[config.mk]
export PLATFORM = sky130hd
export DESIGN_NAME = cskip_adder
export DESIGN_NICKNAME = d
export VERILOG_FILES = /design/src/rtl/cskip_adder.sv
export SDC_FILE = /design/constraint.sdc
export NUM_CORES = 1
export LEC_CHECK = 0
export BUFFER_PORTS_ARGS = -buffer_cell sky130_fd_sc_hd__buf_2
export CORE_MARGIN = 8
export CORE_UTILIZATION = 42
export DETAILED_ROUTE_END_ITERATION = 10
export PLACE_DENSITY = 0.84
export SETUP_SLACK_MARGIN = 0.15
export SYNTH_ARGS = -nofsm -noshare
export SYNTH_HDL_FRONTEND = slang
export SYNTH_SLANG_ARGS = --single-unit
[constraint.sdc]
create_clock -name vclk -period 10.69
set_clock_uncertainty 0.15 [all_clocks]
set_input_delay 1.069 -clock vclk [all_inputs]
set_output_delay 1.069 -clock vclk [all_outputs]
set_load 0.05 [all_outputs]
[src/rtl/cskip_adder.sv]
module cskip_adder #(
  parameter int WIDTH = 16,
  parameter int GRP   = 4
) (
  input  logic [WIDTH-1:0] a_i,
  input  logic [WIDTH-1:0] b_i,
  input  logic             cin_i,
  output logic [WIDTH-1:0] sum_o,
  output logic             cout_o
);
  localparam int NGRP = WIDTH / GRP;

  if (GRP < 1 || (WIDTH % GRP) != 0) begin : g_bad_cfg
    $error("cskip_adder: WIDTH must be a whole multiple of GRP");
  end

  logic [WIDTH-1:0] p, g, cbit;
  logic [NGRP:0]    gc;
  logic [NGRP-1:0]  bp, rip;

  assign p     = a_i ^ b_i;
  assign g     = a_i & b_i;
  assign gc[0] = cin_i;

  for (genvar k = 0; k < NGRP; k++) begin : g_grp
    localparam int LO = k * GRP;
    logic [GRP:0] ch;
    assign ch[0] = gc[k];
    for (genvar j = 0; j < GRP; j++) begin : g_bit
      assign ch[j+1]    = g[LO+j] | (p[LO+j] & ch[j]);
      assign cbit[LO+j] = ch[j];
    end
    assign rip[k]  = ch[GRP];
    assign bp[k]   = &p[LO +: GRP];
    assign gc[k+1] = bp[k] ? gc[k] : rip[k];
  end

  assign sum_o  = p ^ cbit;
  assign cout_o = gc[NGRP];
endmodule

==> impl_metrics.ini <==
[sta]
tightest_slew_ns = 0.239
relSlewSlack_pct = 83.9
min_period_over_period_pct = 90.8
hold_violations = 0
setup_viol = 0
min_period_ns = 9.71
rsz0062_at_grt = no
drv_slew = 0
fin_ws_ns = 0.983
clock.fmax_mhz = 103
hold-worst-slack_ns = 2.49
setup_tns_ns = 0

[route]
wl_um = 1630
vias = 553
viasPerCell = 4.57
drcViolationCount = 0
wl_per_cell_um = 13.4
drt_iter0_markers = 0
drtAntennaViolNets = 0
firstDrtPassIters = 1

[placed_design]
dp_hpwl_um = 1610
pre_cts_slack_ns = 0.933
dp.cells = 121
gp_congestion = 0.699
io_buffers = 50

[cells_and_area]
n_antenna_cell = 0
nFlopsAndLatches = 0
utilization_pct = 62.1
nClkBuffers = 0
seq_area_sq_um = 0
syn_to_final_growth_pct = 42.0
stdcell_count = 121
nets = 172
drive_gt1_share_pct = 49.5

[synthesis]
synth.area.top_cells = fa_1 50%, ha_1 31%, inv_1 5.3%
netlist_area_sq_um = 643
synth_common_cells = 16 x fa_1, 16 x ha_1, 9 x inv_1, 4 x nand4_1, 3 x nor2_1
yosys.area.top_type = fa_1
yosysWarnings = 0
yosys.area.top_type_share_pct = 49.8
synth.yosys.seq_area_share_pct = 0
ys_types = 11
synth_cells = 55
syn_nets = 120
avgSynthCellArea_sq_um = 11.7

[global_route]
gr-total-overflow = 0
grt_pass1_wl_um = 2440
antenna_found_initial = 0
grt_max_degree = 4
track_usage_pct = 10.2
first_global_vias = 618

[pwr]
power_density_nw_per_um2 = 102
combPwrFrac_pct = 100.0
p_leak_nw = 0.519
p_int_mw = 0.0239
p_seq_share_pct = 0
power.switching_mw = 0.0696
p_clk_share_pct = 0
p_sw_share_pct = 74.5
vdd_drop_max_mv = 0.0533

[setup_path]
crit_arrival_ns = 8.49
crit_fanout = 3
critPathKind = in -> out
crit_required_ns = 9.47
startpoint_type = input pin
endpoint_kind = output port

[floorplanning]
initial_core_util_pct = 43.7
die_w_um = 55.1
die_h_um = 55.1
dieArea_sq_um = 3040
io_pins = 50
core_area_sq_um = 1470
rows = 14

[clock_tree]
cts_resized = 0
cts_setup_buffers = 0
postCtsHoldBufs = 0

[flow_run]
drv_cap = 0

[worst_hold_path]
hold_class = in -> out

[status]
outcome = finished clean
## power groups by stage
stage | registers, mW | logic, mW | clock network [mW]
finish | 0 | 0.0935 | 0
global route | 0 | 0.101 | 0
CTS | 0 | 0.0952 | 0
detailed placement | 0 | 0.0950 | 0
global placement | 0 | 0.0924 | 0
floorplan | 0 | 0.0761 | 0
## area by class of cell
cell class / instances / area, sq um
fill: 136 / 558
inverter: 9 / 33.8
tap: 16 / 20.0
multi-input combinational: 46 / 609
timing repair buffer: 50 / 250
## critical path, cell delays in order
cell	delay (ns)
buf_2	0.11
inv_1	0.08
fa_1	0.17
inv_1	0.06
fa_1	0.37
fa_1	0.39
fa_1	0.37
mux2_4	0.29
fa_1	0.40
fa_1	0.39
fa_1	0.39
fa_1	0.37
a41oi_1	0.23
nor2_1	0.10
fa_1	0.39
fa_1	0.40
fa_1	0.40
fa_1	0.40
nand2_1	0.07
nand2_1	0.07
fa_1	0.38
fa_1	0.40
fa_1	0.37
inv_1	0.07
fa_1	0.40
inv_1	0.07
buf_2	0.25
## per-layer routing
metal	part of all wire, %	track usage (%)
met1	30	10.5
met2	63	21.8
met3	6.3	0.802
met4	0	0.800
met5	0	0
## placed cells by master, fill, tap and decap left out, drive strengths merged, types with 2 or more instances in the layout
cell type / netlist / layout
fa: 16 / 16
nand4: 4 / 4
ha: 16 / 16
nand2: 2 / 2
inv: 9 / 9
nor2: 3 / 3
buf: 0 / 50
## through the flow
step | total power, mW | cell area, sq um
after global routing | 0.101 | 913
after detailed placement | 0.0950 | 913
final | 0.0935 | 913
after CTS | 0.0952 | 913
after global placement | 0.0924 | 913
after floorplan | 0.0761 | 643
## final timing paths
| check | from | endpoint | slack (ns) | depth (start not counted) |
|---|---|---|---|---|
| worst max-delay path | cin_i | sum_o[15] | 0.98 | 27 |
| worst min-delay path | b_i[1] | sum_o[1] | 2.49 | 3 |
## cell families after synthesis
family / synth area share (%)
AOI/OAI and AO/OA: 4.67
adders and majority gates: 80.9
buffers and inverters: 5.25
muxes: 2.33
and+or+nand+nor: 6.81
No activity file was read; power rests on OpenSTA's default activity.
